### src/rtl/pwr_mode_pkg.sv
package pwr_mode_pkg;
  localparam int NUM_MOD = 13;
  localparam int MODE_W  = 2;
  localparam int CAUSE_W = 3;

  localparam int IDX_CORE  = 0;
  localparam int IDX_SRAM  = 1;
  localparam int IDX_FLASH = 2;
  localparam int IDX_SYS   = 3;
  localparam int IDX_MEMC  = 4;
  localparam int IDX_CSEL  = 5;
  localparam int IDX_DMA   = 6;
  localparam int IDX_SER   = 7;
  localparam int IDX_TMR   = 8;
  localparam int IDX_ETH   = 9;
  localparam int IDX_INTC  = 10;
  localparam int IDX_IO    = 11;
  localparam int IDX_RST   = 12;

  typedef logic [NUM_MOD-1:0] modVec_t;

  typedef enum logic [MODE_W-1:0] {
    MODE_RUN  = 2'b00,
    MODE_DOZE = 2'b01,
    MODE_WAIT = 2'b10,
    MODE_STOP = 2'b11
  } pwrMode_e;

  // cause bit 0 interrupt, bit 1 reset, bit 2 breakpoint
  typedef struct packed {
    logic               enter;
    logic               exitLow;
    logic [CAUSE_W-1:0] cause;
  } ctlStrobe_t;

  function automatic modVec_t enableMask(pwrMode_e m);
    modVec_t v;
    v = '1;
    case (m)
      MODE_DOZE, MODE_WAIT: begin
        v[IDX_CORE]  = 1'b0;
        v[IDX_SRAM]  = 1'b0;
        v[IDX_FLASH] = 1'b0;
      end
      MODE_STOP: begin
        v = '0;
        v[IDX_INTC] = 1'b1;
        v[IDX_IO]   = 1'b1;
        v[IDX_RST]  = 1'b1;
      end
      default: ;
    endcase
    return v;
  endfunction

  function automatic modVec_t wakeMask(pwrMode_e m);
    modVec_t v;
    v = '0;
    case (m)
      MODE_DOZE, MODE_WAIT: begin
        v[IDX_SYS]  = 1'b1;
        v[IDX_DMA]  = 1'b1;
        v[IDX_SER]  = 1'b1;
        v[IDX_TMR]  = 1'b1;
        v[IDX_ETH]  = 1'b1;
        v[IDX_INTC] = 1'b1;
      end
      MODE_STOP: v[IDX_INTC] = 1'b1;
      default: ;
    endcase
    return v;
  endfunction
endpackage

### src/rtl/pwr_mode_ctl.sv
module pwr_mode_ctl
  import pwr_mode_pkg::*;
(
  input  logic       clk,
  input  logic       rstN,
  input  logic       stopEvt,
  input  logic       pendRun,
  input  logic       irqHit,
  input  logic       rstReq,
  input  logic       bkptIn,
  output ctlStrobe_t strobe,
  output logic       lowNow
);
  logic wakeAny;
  logic [CAUSE_W-1:0] causeSel;

  assign wakeAny = irqHit | rstReq | bkptIn;

  always_comb begin
    if (rstReq)      causeSel = 3'b010;
    else if (bkptIn) causeSel = 3'b100;
    else if (irqHit) causeSel = 3'b001;
    else             causeSel = 3'b000;
  end

  always_comb begin
    strobe.enter   = !lowNow && stopEvt && !pendRun && !wakeAny;
    strobe.exitLow = lowNow && wakeAny;
    strobe.cause   = (lowNow && wakeAny) ? causeSel : '0;
  end

  always_ff @(posedge clk or negedge rstN) begin
    if (!rstN)               lowNow <= 1'b0;
    else if (strobe.enter)   lowNow <= 1'b1;
    else if (strobe.exitLow) lowNow <= 1'b0;
  end

  assert_bkpt_exit_R7: assert property (@(posedge clk) disable iff (!rstN)
    lowNow && bkptIn |=> !lowNow);

  assert_null_mode_R2: assert property (@(posedge clk) disable iff (!rstN)
    !lowNow && pendRun |=> !lowNow);

  assert_entry_race_R10: assert property (@(posedge clk) disable iff (!rstN)
    !lowNow && wakeAny |=> !lowNow);
endmodule

### src/rtl/pwr_mode_dp.sv
module pwr_mode_dp
  import pwr_mode_pkg::*;
(
  input  logic               clk,
  input  logic               rstN,
  input  logic               modeWrEn,
  input  logic [MODE_W-1:0]  modeWrData,
  input  modVec_t            wakeReq,
  input  modVec_t            swDisable,
  input  ctlStrobe_t         strobe,
  output logic               irqHit,
  output logic               pendRun,
  output modVec_t            modEn,
  output logic [MODE_W-1:0]  curMode,
  output logic [CAUSE_W-1:0] wakeCause
);
  localparam modVec_t STOP_KEEP = modVec_t'((1 << IDX_INTC) | (1 << IDX_IO) | (1 << IDX_RST));

  pwrMode_e modeReg;
  pwrMode_e activeMode;
  pwrMode_e evalMode;

  always_ff @(posedge clk or negedge rstN) begin
    if (!rstN)         modeReg <= MODE_RUN;
    else if (modeWrEn) modeReg <= pwrMode_e'(modeWrData);
  end

  always_ff @(posedge clk or negedge rstN) begin
    if (!rstN) begin
      activeMode <= MODE_RUN;
      wakeCause  <= '0;
    end else begin
      if (strobe.enter)        activeMode <= modeReg;
      else if (strobe.exitLow) activeMode <= MODE_RUN;
      wakeCause <= strobe.exitLow ? strobe.cause : '0;
    end
  end

  assign evalMode = (activeMode != MODE_RUN) ? activeMode : modeReg;
  assign irqHit   = |(wakeReq & ~swDisable & wakeMask(evalMode));
  assign pendRun  = (modeReg == MODE_RUN);
  assign modEn    = enableMask(activeMode) & ~swDisable;
  assign curMode  = activeMode;

  assert_core_off_R3: assert property (@(posedge clk) disable iff (!rstN)
    activeMode != MODE_RUN |-> modEn[IDX_FLASH:IDX_CORE] == 3'b000);

  assert_stop_quiet_R4: assert property (@(posedge clk) disable iff (!rstN)
    activeMode == MODE_STOP |-> (modEn & ~STOP_KEEP) == '0);

  assert_cause_onehot_R9: assert property (@(posedge clk) disable iff (!rstN)
    $onehot0(wakeCause));

  assert_cause_pulse_R9: assert property (@(posedge clk) disable iff (!rstN)
    |wakeCause |=> wakeCause == '0);

  assert_exit_reported_R9: assert property (@(posedge clk) disable iff (!rstN)
    activeMode == MODE_RUN && $past(activeMode) != MODE_RUN |-> wakeCause != '0);

  assert_mode_held_R11: assert property (@(posedge clk) disable iff (!rstN)
    activeMode != MODE_RUN && $past(activeMode) != MODE_RUN |-> $stable(activeMode));
endmodule

### src/rtl/pwr_mode_ctrl.sv
module pwr_mode_ctrl
  import pwr_mode_pkg::*;
(
  input  logic                clk,
  input  logic                rstN,
  input  logic                modeWrEn,
  input  logic [1:0]          modeWrData,
  input  logic                stopEvt,
  input  logic [12:0]         wakeReq,
  input  logic                rstReq,
  input  logic                bkptIn,
  input  logic [12:0]         swDisable,
  output logic [12:0]         modEn,
  output logic                coreRun,
  output logic [1:0]          curMode,
  output logic [2:0]          wakeCause
);
  ctlStrobe_t strobe;
  logic irqHit;
  logic pendRun;
  logic lowNow;

  pwr_mode_ctl uCtl (
    .clk(clk), .rstN(rstN), .stopEvt(stopEvt), .pendRun(pendRun),
    .irqHit(irqHit), .rstReq(rstReq), .bkptIn(bkptIn),
    .strobe(strobe), .lowNow(lowNow)
  );

  pwr_mode_dp uDp (
    .clk(clk), .rstN(rstN), .modeWrEn(modeWrEn), .modeWrData(modeWrData),
    .wakeReq(wakeReq), .swDisable(swDisable), .strobe(strobe),
    .irqHit(irqHit), .pendRun(pendRun), .modEn(modEn),
    .curMode(curMode), .wakeCause(wakeCause)
  );

  assign coreRun = !lowNow;
endmodule

### config.mk
export PLATFORM = sky130hd
export DESIGN_NAME = pwr_mode_ctrl
export DESIGN_NICKNAME = d
export VERILOG_FILES = /design/src/rtl/pwr_mode_pkg.sv /design/src/rtl/pwr_mode_ctl.sv /design/src/rtl/pwr_mode_dp.sv /design/src/rtl/pwr_mode_ctrl.sv
export SDC_FILE = /design/constraint.sdc
export NUM_CORES = 1
export LEC_CHECK = 0
export BUFFER_PORTS_ARGS = -buffer_cell sky130_fd_sc_hd__buf_4
export CORE_MARGIN = 2
export CORE_UTILIZATION = 34
export CTS_BUF_LIST = sky130_fd_sc_hd__clkbuf_4
export DETAILED_ROUTE_END_ITERATION = 8
export GPL_TIMING_DRIVEN = 1
export PLACE_DENSITY = 0.8
export SYNTH_ARGS = -nofsm -noshare
export SYNTH_HDL_FRONTEND = slang
export SYNTH_HIERARCHICAL = 1
export SYNTH_SLANG_ARGS = --single-unit
### constraint.sdc
create_clock -name clk -period 2.1 [get_ports clk]
set_input_delay 0.42 -clock clk [delete_from_list [all_inputs] [get_ports clk]]
set_output_delay 0.42 -clock clk [all_outputs]
set_load 0.01 [all_outputs]
==> results of run 1 <==
layout make-up:
cell class / instances / area (um^2) / area share, %
Clock buffer: 3 / 22.52 / 2.539
Timing Repair Buffer: 48 / 362.8 / 40.90
Tap cell: 15 / 18.77 / 2.116
Inverter: 6 / 22.52 / 2.539
Multi-Input combinational cell: 43 / 260.3 / 29.34
Sequential cell: 8 / 200.2 / 22.57
power by group:
| part | internal, mW | switching, mW |
|---|---|---|
| registers | 0.175 | 0.0202 |
| logic | 0.178 | 0.157 |
| clock network | 0.0651 | 0.0473 |
sequential cells by signal (all words and copies together), names as in the netlist:
name / flops
uDp/wakeCause: 3
uDp/curMode: 2
uDp/modeReg: 2
uCtl/lowNow: 1
synth_stat cells (2+ instances only):
| library cell | number |
|---|---|
| a21oi_1 | 2 |
| mux2_2 | 2 |
| inv_2 | 2 |
| dfrtp_1 | 8 |
| nand2_1 | 3 |
| nor3_1 | 4 |
| a22o_1 | 2 |
| inv_1 | 4 |
| and2_1 | 3 |
| nor2b_1 | 7 |
| nor2_1 | 11 |
how the worst max path moves through the flow:
stage          slack (ns)  depth (start not counted)                         end
5_1_grt              0.04                          9  uDp/curMode[0]$_DFFE_PN0P_
3_3_place_gp         0.18                          9  uDp/curMode[0]$_DFFE_PN0P_
3_5_place_dp         0.16                          9  uDp/curMode[0]$_DFFE_PN0P_
4_1_cts              0.14                          9  uDp/curMode[0]$_DFFE_PN0P_
6_report             0.15                          9  uDp/curMode[1]$_DFFE_PN0P_
2_1_floorplan        0.19                          9  uDp/curMode[0]$_DFFE_PN0P_
cells by family after synthesis:
logic type / after synthesis / synth area share (%)
AND/OR/NAND/NOR: 33 / 36.79
flip-flops: 8 / 41.45
AO/OA/AOI/OAI: 7 / 9.845
buffers and inverters: 6 / 4.663
multiplexers: 2 / 4.663
adder cells (fa/ha/maj): 1 / 2.590
repair_timing:
item,4_1_cts,5_1_grt
hold buffers,1,0
hold endpoints to repair,8,0
endpoints found under the setup margin,0,1
routing by layer:
| layer | global-route usage [%] | part of all wire [%] | up-vias | wire, um |
|---|---|---|---|---|
| met5 | 0 | 0 | - | 0 |
| met1 | 17.21 | 39 | 272 | 505 |
| li1 | - | - | 290 | - |
| met2 | 29.69 | 52 | 33 | 683 |
| met3 | 7.391 | 8.7 | 2 | 114 |
| met4 | 3.871 | 0.15 | 0 | 2 |
==> results.sh, run 1 <==
export IMPL_instances_no_fill=123
export IMPL_reg2reg_from="uDp/curMode[1]$_DFFE_PN0P_"
export IMPL_nNetsFinal=145
export IMPL_max_stage_delay_ns=0.39
export IMPL_drc=0
export IMPL_cts_setup_buffers=0
export IMPL_cts_buffers=3
export IMPL_yosysSeqAreaShare_pct=41.45
export IMPL_hold_viol_final=0
export IMPL_whs_path_depth=2
export IMPL_drt_pass1_iterations=4
export IMPL_clock_root_buffer="clkbuf_4"
export IMPL_power_density_nw_per_um2=723.9
export IMPL_synth_ff_type="dfrtp_1"
export IMPL_critPathMaxFanout=3
export IMPL_reg2reg_to="uDp/curMode[1]$_DFFE_PN0P_"
export IMPL_fmax_mhz=513.1
export IMPL_synth_edf_count=0
export IMPL_h_tree_depth=1
export IMPL_p_leak_nw=0.4753
export IMPL_die_x_um=41.69
export IMPL_worstPathArrival_ns=2.08
export IMPL_post_place_ws_ns=0.1624
export IMPL_crit_path_start_kind="flop"
export IMPL_vias=597
export IMPL_cpMaxStageDelayCell="dfrtp_1"
export IMPL_gp_congestion=0.7231
export IMPL_grt_max_degree=9
export IMPL_critPathLaunch="uDp/curMode[1]$_DFFE_PN0P_"
export IMPL_fillers=115
export IMPL_ys_warn_count=6
export IMPL_crit_chain="inv_2 -> a21oi_1 -> ha_1 -> o31ai_1 -> nand3_1 -> nor3_2 -> and3b_1 -> nor2_1 -> a22o_1"
export IMPL_grt_pass1_wl_mm=2.194
export IMPL_hold_path_class="input port to flop"
export IMPL_crit_type="flop to flop"
export IMPL_p_total_mw=0.6422
export IMPL_grt_overflow_total=0
export IMPL_drtAntennaViolNets=0
export IMPL_tightest_slew_ns=0.2435
export IMPL_diodes=0
export IMPL_place_hpwl_mm=1.092
export IMPL_path_clk_slew_ns=0.05
export IMPL_end_kind="flop"
export IMPL_hp_start="modeWrData[0]"
export IMPL_crit_family="simple AND/OR/NAND/NOR gates"
export IMPL_fin_crit_sh_pct=92.81
export IMPL_r2r_slack_ns=0.15
export IMPL_grtUsageTotal_pct=16.44
export IMPL_status="finished, final reports clean"
export IMPL_ys_types=20
export IMPL_grt_pass1_vias=550
export IMPL_slew_violations=0
export IMPL_cts_resized=0
export IMPL_routedWlPerCell_um=10.62
export IMPL_start_util_pct=36.66
export IMPL_dp_cells=119
export IMPL_drive_gt1_share_pct=52.78
export IMPL_final_area_um2=887.1
export IMPL_cts_tree="built"
export IMPL_syn_nets=92
export IMPL_syn_area_um2=483.0
export IMPL_syn_avg_cell_area_um2=8.473
export IMPL_num_rows=13
export IMPL_die_area_um2=1738
export IMPL_max_slew_margin_rel_pct=83.68
export IMPL_cp_required_ns=2.23
export IMPL_areaGrowthSynthToFinish_pct=83.68
export IMPL_synth_seq_cells=8
export IMPL_via_per_inst=4.854
export IMPL_synth_largest_area_cell="dfrtp_1"
export IMPL_finalSetupViolCount=0
export IMPL_syn_inst=57
export IMPL_placed_cell_area_um2=854.6
export IMPL_wl_mm=1.306
export IMPL_finClkSkew_ns=0.0008514
export IMPL_fin_crit_ns=1.949
export IMPL_setup_tns_final_ns=0
export IMPL_r2r_cells=9
export IMPL_portBuffers=45
export IMPL_vdd_ir_drop_max_mv=0.4406
export IMPL_drt_iter0_markers=9
export IMPL_num_io_pins=53
export IMPL_final_core_util_pct=67.33
export IMPL_worst_slack_ns=0.1510
export IMPL_cp_num_buf_inv=1
export IMPL_grt_antenna_before_repair=0
export IMPL_core_area_um2=1318
export IMPL_holdPathEnd="uDp/modeReg[0]$_DFFE_PN0P_"
export IMPL_worstSkewPairLatency_ns=0.25
export IMPL_yosys_top_cells_area="dfrtp_1 41%, nor2b_1 9.1%, nor2_1 8.5%"
export IMPL_clock_sinks=8
export IMPL_whs_ns=0.4080
export IMPL_die_h_um=41.69
export IMPL_cts_path_max_buffers=2
export IMPL_final_common_cell="buf_4"
export IMPL_final_cell_mix="47 x buf_4, 11 x nor2_1, 8 x dfrtp_1, 7 x nor2b_1"
export IMPL_rsz0062_at_grt="false"
export IMPL_cap_viol_max_count=0
export IMPL_async_flop_share_pct=100.0
export IMPL_netlist_area_leader_share_pct=41.45
Note: power is estimated with default switching activity, not from simulation.
==> inputs of run 2 (changes only) <==
--- a/config.mk
+++ b/config.mk
@@ -5,9 +5,11 @@
 export SDC_FILE = /design/constraint.sdc
 export NUM_CORES = 1
 export LEC_CHECK = 0
+export ABC_AREA = 1
+export ABC_CLOCK_PERIOD_IN_PS = 2100
 export BUFFER_PORTS_ARGS = -buffer_cell sky130_fd_sc_hd__buf_4
 export CORE_MARGIN = 2
-export CORE_UTILIZATION = 34
+export CORE_UTILIZATION = 35
 export CTS_BUF_LIST = sky130_fd_sc_hd__clkbuf_4
 export DETAILED_ROUTE_END_ITERATION = 8
 export GPL_TIMING_DRIVEN = 1
==> results.sh, run 2 <==
export IMPL_synthXorXnorAreaFrac_pct=0
export IMPL_largest_reg_flops=3
export IMPL_finalSetupViolCount=0
export IMPL_cap_viol_max_count=0
export IMPL_diodes=0
export IMPL_fin_crit_sh_pct=95.24
export IMPL_drt_iter0_markers=10
export IMPL_reg2reg_to="uDp/curMode[0]$_DFFE_PN0P_"
export IMPL_gp_congestion=0.7337
export IMPL_via_per_inst=4.566
export IMPL_synth_ff_type="dfrtp_1"
export IMPL_max_slew_margin_rel_pct=81.65
export IMPL_critPathMaxFanout=5
export IMPL_syn_area_um2=506.7
export IMPL_grt_pass1_wl_mm=2.380
export IMPL_start_util_pct=37.99
export IMPL_synth_fa_ha_area_share_pct=2.469
export IMPL_vdd_ir_drop_max_mv=0.3946
export IMPL_dp_cells=139
export IMPL_synth_top_family_by_area="simple AND/OR/NAND/NOR gates"
export IMPL_ys_types=13
export IMPL_p_leak_nw=0.5728
export IMPL_core_area_um2=1334
export IMPL_syn_inst=79
export IMPL_regMostFlops="uDp/wakeCause"
export IMPL_syn_avg_cell_area_um2=6.414
export IMPL_drive_gt1_share_pct=43.08
export IMPL_h_tree_depth=1
export IMPL_clock_sinks=8
export IMPL_async_flop_share_pct=100.0
export IMPL_crit_chain="inv_2 -> a21oi_1 -> ha_1 -> nand3_1 -> nand2_1 -> nor2_1 -> nand2_1 -> nor2_2 -> nand2_1 -> nor2_1 -> or2_1 -> o22ai_1"
export IMPL_fmax_mhz=500.0
export IMPL_die_h_um=42.05
export IMPL_synth_most_common_cell="inv_1"
export IMPL_cts_tree="built"
export IMPL_yosys_top_cells_area="dfrtp_1 40%, inv_1 17%, nand2_1 10%"
export IMPL_critical_path_most_common_cell="nand2_1"
export IMPL_synth_seq_cells=8
export IMPL_yosys_area_share_simple_pct=31.60
export IMPL_r2r_cells=12
export IMPL_worstPathArrival_ns=2.12
export IMPL_portBuffers=45
export IMPL_clock_root_buffer="clkbuf_4"
export IMPL_max_stage_delay_ns=0.41
export IMPL_synth_largest_area_cell="dfrtp_1"
export IMPL_endpoint="uDp/curMode[0]$_DFFE_PN0P_"
export IMPL_drt_pass1_iterations=4
export IMPL_die_x_um=42.05
export IMPL_synth_mux_area_share_pct=0
export IMPL_tightest_slew_ns=0.2752
export IMPL_crit_path_start_kind="flop"
export IMPL_end_kind="flop"
export IMPL_cts_buffers=3
export IMPL_r2r_slack_ns=0.10
export IMPL_synth_compound_area_share_pct=9.383
export IMPL_routedWlPerCell_um=10.40
export IMPL_status="finished, final reports clean"
export IMPL_cts_path_max_buffers=2
export IMPL_crit_type="flop to flop"
export IMPL_drc=0
export IMPL_die_area_um2=1768
export IMPL_grt_max_degree=9
export IMPL_synth_edf_count=0
export IMPL_cpMaxStageDelayCell="dfrtp_1"
export IMPL_nNetsFinal=167
export IMPL_slew_violations=0
export IMPL_place_hpwl_mm=1.197
export IMPL_path_clk_slew_ns=0.05
export IMPL_reg2reg_from="uDp/curMode[1]$_DFFE_PN0P_"
export IMPL_wl_mm=1.508
export IMPL_yosysSeqAreaShare_pct=39.51
export IMPL_syn_nets=114
export IMPL_fillers=121
export IMPL_cp_required_ns=2.22
export IMPL_finClkSkew_ns=0.008397
export IMPL_areaGrowthSynthToFinish_pct=81.73
export IMPL_worstSkewPairLatency_ns=0.25
export IMPL_instances_no_fill=145
export IMPL_num_io_pins=53
export IMPL_power_density_nw_per_um2=830.1
export IMPL_netlist_area_leader_share_pct=39.51
export IMPL_vias=662
export IMPL_p_total_mw=0.7644
export IMPL_grt_antenna_before_repair=0
export IMPL_synth_common_cells="23 x inv_1, 14 x nand2_1, 14 x nor2_1"
export IMPL_grtUsageTotal_pct=17.41
export IMPL_critPathLaunch="uDp/curMode[1]$_DFFE_PN0P_"
export IMPL_final_cell_mix="47 x buf_4, 21 x inv_1, 14 x nand2_1, 14 x nor2_1, 8 x dfrtp_1"
export IMPL_drtAntennaViolNets=0
export IMPL_grt_pass1_vias=579
export IMPL_hold_path_class="input port to flop"
export IMPL_num_rows=13
export IMPL_ys_warn_count=6
export IMPL_hold_viol_final=0
export IMPL_fin_crit_ns=2.000
export IMPL_grt_overflow_total=0
export IMPL_final_common_cell="buf_4"
[run 2: changes by cell type after synthesis, moves of 3 or more]
cell     delta
and2_1      -3
inv_1      +19
nand2_1    +11
nand3_1     +5
nor2_1      +3
nor2b_1     -7
nor3_1      -3
[run 2: worst min path at each step]
stage / start / end / slack [ns] / cells after the start
2_1_floorplan: rstN / uCtl/lowNow$_DFFE_PN0P_ / 0.12 / 0
3_3_place_gp: rstN / uDp/wakeCause[1]$_DFF_PN0_ / 0.24 / 1
3_5_place_dp: rstN / uDp/wakeCause[1]$_DFF_PN0_ / 0.25 / 1
4_1_cts: modeWrEn / uDp/modeReg[1]$_DFFE_PN0P_ / 0.37 / 2
5_1_grt: modeWrData[0] / uDp/modeReg[0]$_DFFE_PN0P_ / 0.40 / 3
6_report: modeWrEn / uDp/modeReg[1]$_DFFE_PN0P_ / 0.39 / 2
[run 2: worst max-delay path, delay by kind of cell (launching register included)]
family | cells | cell delay (ns)
adder cells (fa/ha/maj) | 1 | 0.30
AO/OA/AOI/OAI | 2 | 0.22
flip-flops | 1 | 0.41
buffers and inverters | 1 | 0.08
AND/OR/NAND/NOR | 8 | 0.86
[run 2: power by group]
| group | total, mW | switching [mW] | internal (mW) |
|---|---|---|---|
| registers | 0.206 | 0.0276 | 0.178 |
| logic | 0.445 | 0.227 | 0.218 |
| clock network | 0.113 | 0.0482 | 0.0651 |
[run 2: cells by family after synthesis]
kind of cell / count (synthesis)
adders and majority gates: 1
and+or+nand+nor: 38
AOI/OAI and AO/OA: 9
DFF: 8
buffers and inverters: 23
[run 2: cell type report]
class	count	area (um^2)	share of cell area (%)
clock buffers	3	22.52	2.446
inverters	23	86.33	9.375
multi-input cells	48	230.2	25.00
flip-flops and latches	8	200.2	21.74
well taps	15	18.77	2.038
repair buffers	48	362.8	39.40
[run 2: layer usage]
layer / up-vias / track usage [%] / wire length [um]
met4: 0 / 10.63 / 10
met1: 272 / 19.89 / 554
met3: 4 / 4.310 / 201
li1: 339 / - / -
met5: - / 0 / 0
met2: 47 / 29.06 / 741
[run 2: timing repair]
item | in CTS | in global routing
setup endpoints to repair | 0 | 2
gates resized for setup | 0 | 4
endpoints found under the hold margin | 8 | 0
hold buffers | 1 | 0
setup buffers | 0 | 2
[run 2: per-stage QoR]
step / util (%) / area [um^2] / hold slack (ns) / TNS, ns / setup WS, ns
after floorplan: - / 506.7 / 0.1244 / 0 / 0.2890
after global placement: 64.73 / 863.3 / 0.2413 / 0 / 0.1958
after detailed placement: 64.73 / 863.3 / 0.2460 / 0 / 0.1347
after CTS: 67.17 / 895.9 / 0.3727 / 0 / 0.1125
after global routing: 69.04 / 920.9 / 0.3980 / -0.04305 / -0.03439
final: 69.04 / 920.9 / 0.3851 / 0 / 0.1000
==> inputs of run 3 (changes only) <==
--- a/config.mk
+++ b/config.mk
@@ -14,6 +14,8 @@
 export DETAILED_ROUTE_END_ITERATION = 8
 export GPL_TIMING_DRIVEN = 1
 export PLACE_DENSITY = 0.8
+export RECOVER_POWER = 100
+export SLEW_MARGIN = 20
 export SYNTH_ARGS = -nofsm -noshare
 export SYNTH_HDL_FRONTEND = slang
 export SYNTH_HIERARCHICAL = 1
==> results.sh, run 3 (synthesis results as in run 2) <==
export IMPL_grt_antenna_before_repair=0
export IMPL_hold_viol_final=0
export IMPL_areaGrowthSynthToFinish_pct=75.80
export IMPL_hold_path_class="input port to flop"
export IMPL_crit_chain="inv_2 -> a21oi_1 -> ha_1 -> nand3_1 -> nand2_1 -> nor2_1 -> nand2_1 -> nor2_2 -> nand2_1 -> nor2_1 -> or2_1 -> o22ai_1"
export IMPL_drive_gt1_share_pct=36.92
export IMPL_nNetsFinal=167
export IMPL_start_util_pct=37.99
export IMPL_crit_path_start_kind="flop"
export IMPL_regMostFlops="uDp/wakeCause"
export IMPL_power_internal_mw=0.4560
export IMPL_worstPathArrival_ns=2.13
export IMPL_p_leak_nw=0.5420
export IMPL_vdd_ir_drop_max_mv=0.3924
export IMPL_grt_pass1_wl_mm=2.380
export IMPL_die_h_um=42.05
export IMPL_combPwrFrac_pct=58.0
export IMPL_portBuffers=45
export IMPL_finalSetupViolCount=0
export IMPL_power_density_nw_per_um2=851.5
export IMPL_path_clk_slew_ns=0.05
export IMPL_core_area_um2=1334
export IMPL_grt_pass1_vias=579
export IMPL_cpMaxStageDelayCell="dfrtp_1"
export IMPL_worstSkewPairLatency_ns=0.25
export IMPL_drt_pass1_iterations=4
export IMPL_drtAntennaViolNets=0
export IMPL_final_area_um2=890.9
export IMPL_post_place_ws_ns=0.1347
export IMPL_via_per_inst=4.607
export IMPL_place_hpwl_mm=1.197
export IMPL_setup_tns_final_ns=0
export IMPL_h_tree_depth=1
export IMPL_die_area_um2=1768
export IMPL_drc=0
export IMPL_p_total_mw=0.7585
export IMPL_cts_path_max_buffers=2
export IMPL_status="finished, final reports clean"
export IMPL_grt_busiest_layer="met2"
export IMPL_final_cell_mix="38 x buf_4, 21 x inv_1, 14 x nand2_1, 14 x nor2_1"
export IMPL_vias=668
export IMPL_grt_max_degree=9
export IMPL_slew_violations=0
export IMPL_clock_root_buffer="clkbuf_4"
export IMPL_die_x_um=42.05
export IMPL_fin_crit_ns=2.002
export IMPL_power_switching_mw=0.3025
export IMPL_end_kind="flop"
export IMPL_seqPwrFrac_pct=27.1
export IMPL_max_stage_delay_ns=0.41
export IMPL_use_met1_pct=19.89
export IMPL_finClkSkew_ns=0.008489
export IMPL_worst_slack_ns=0.09785
export IMPL_num_io_pins=53
export IMPL_final_common_cell="buf_4"
export IMPL_fin_crit_sh_pct=95.34
export IMPL_cts_buffers=3
export IMPL_routedWlPerCell_um=10.48
export IMPL_num_rows=13
export IMPL_switching_share_pct=39.88
export IMPL_use_met2_pct=29.06
export IMPL_placed_cell_area_um2=863.3
export IMPL_tightest_slew_ns=0.4374
export IMPL_wl_mm=1.520
export IMPL_grt_overflow_total=0
export IMPL_drt_iter0_markers=11
export IMPL_cap_viol_max_count=0
export IMPL_diodes=0
export IMPL_critPathMaxFanout=5
export IMPL_gp_congestion=0.7337
export IMPL_grtUsageTotal_pct=17.41
export IMPL_clockPowerShare_pct=14.9
export IMPL_fmax_mhz=499.5
export IMPL_cts_tree="built"
export IMPL_largest_reg_flops=3
export IMPL_crit_type="flop to flop"
export IMPL_critical_path_most_common_cell="nand2_1"
export IMPL_cp_required_ns=2.22
export IMPL_max_slew_margin_rel_pct=70.84
export IMPL_fillers=130
export IMPL_met3_usage_pct=4.310
export IMPL_clock_sinks=8
==> run 3: worst max-delay path: cells and delay by family, from the launching register on <==
kind | cells | cell delay, ns
AOI/OAI and AO/OA | 2 | 0.22
and+or+nand+nor | 8 | 0.86
adders and majority gates | 1 | 0.30
DFF | 1 | 0.41
buffers and inverters | 1 | 0.08
==> run 3: path summary, 6_finish.rpt <==
kind                                            start                    endpoint  slack [ns]  cells after the start
setup / recovery           uDp/curMode[1]$_DFFE_PN0P_  uDp/curMode[0]$_DFFE_PN0P_         0.1                     12
hold / removal                               modeWrEn  uDp/modeReg[1]$_DFFE_PN0P_        0.39                      2
setup reg to reg           uDp/curMode[1]$_DFFE_PN0P_  uDp/curMode[0]$_DFFE_PN0P_         0.1                     12
hold reg to reg               uCtl/lowNow$_DFFE_PN0P_     uCtl/lowNow$_DFFE_PN0P_        0.60                      2
max in group asynchronous                        rstN  uDp/curMode[0]$_DFFE_PN0P_        1.17                      2
min in group asynchronous                        rstN  uDp/wakeCause[1]$_DFF_PN0_        0.61                      2
==> run 3: power groups by stage <==
stage / Combinational, mW / Clock, mW / Sequential, mW
2_1_floorplan: 0.208 / 0 / 0.209
3_3_place_gp: 0.385 / 0 / 0.203
3_5_place_dp: 0.397 / 0 / 0.207
4_1_cts: 0.400 / 0.121 / 0.205
5_1_grt: 0.485 / 0.130 / 0.207
6_report: 0.440 / 0.113 / 0.206
==> run 3: what timing repair did <==
item	CTS	global route
endpoints found under the setup margin	0	2
hold endpoints to repair	8	0
buffers inserted	0	2
resized for setup	0	4
hold buffers	1	0
==> run 3: through the flow <==
step	hold slack, ns	cells	utilization, %
global route	0.3980	145	66.79
finish	0.3851	145	66.79
global placement	0.2413	139	64.73
floorplan	0.1244	79	-
detailed placement	0.2460	139	64.73
CTS	0.3727	143	67.17
==> run 3: routing by layer <==
metal  vias to the layer above  routed length (um)
met5                         -                   0
met4                         0                  10
met3                         4                 189
met2                        47                 746
met1                       278                 573
li1                        339                   -
==> run 3: cell type report <==
| type | instances | area (um^2) | share of cell area, % |
|---|---|---|---|
| repair buffers | 48 | 332.8 | 37.36 |
| multi-input cells | 48 | 230.2 | 25.84 |
| clock buffers | 3 | 22.52 | 2.528 |
| well taps | 15 | 18.77 | 2.107 |
| flip-flops and latches | 8 | 200.2 | 22.47 |
| inverters | 23 | 86.33 | 9.691 |
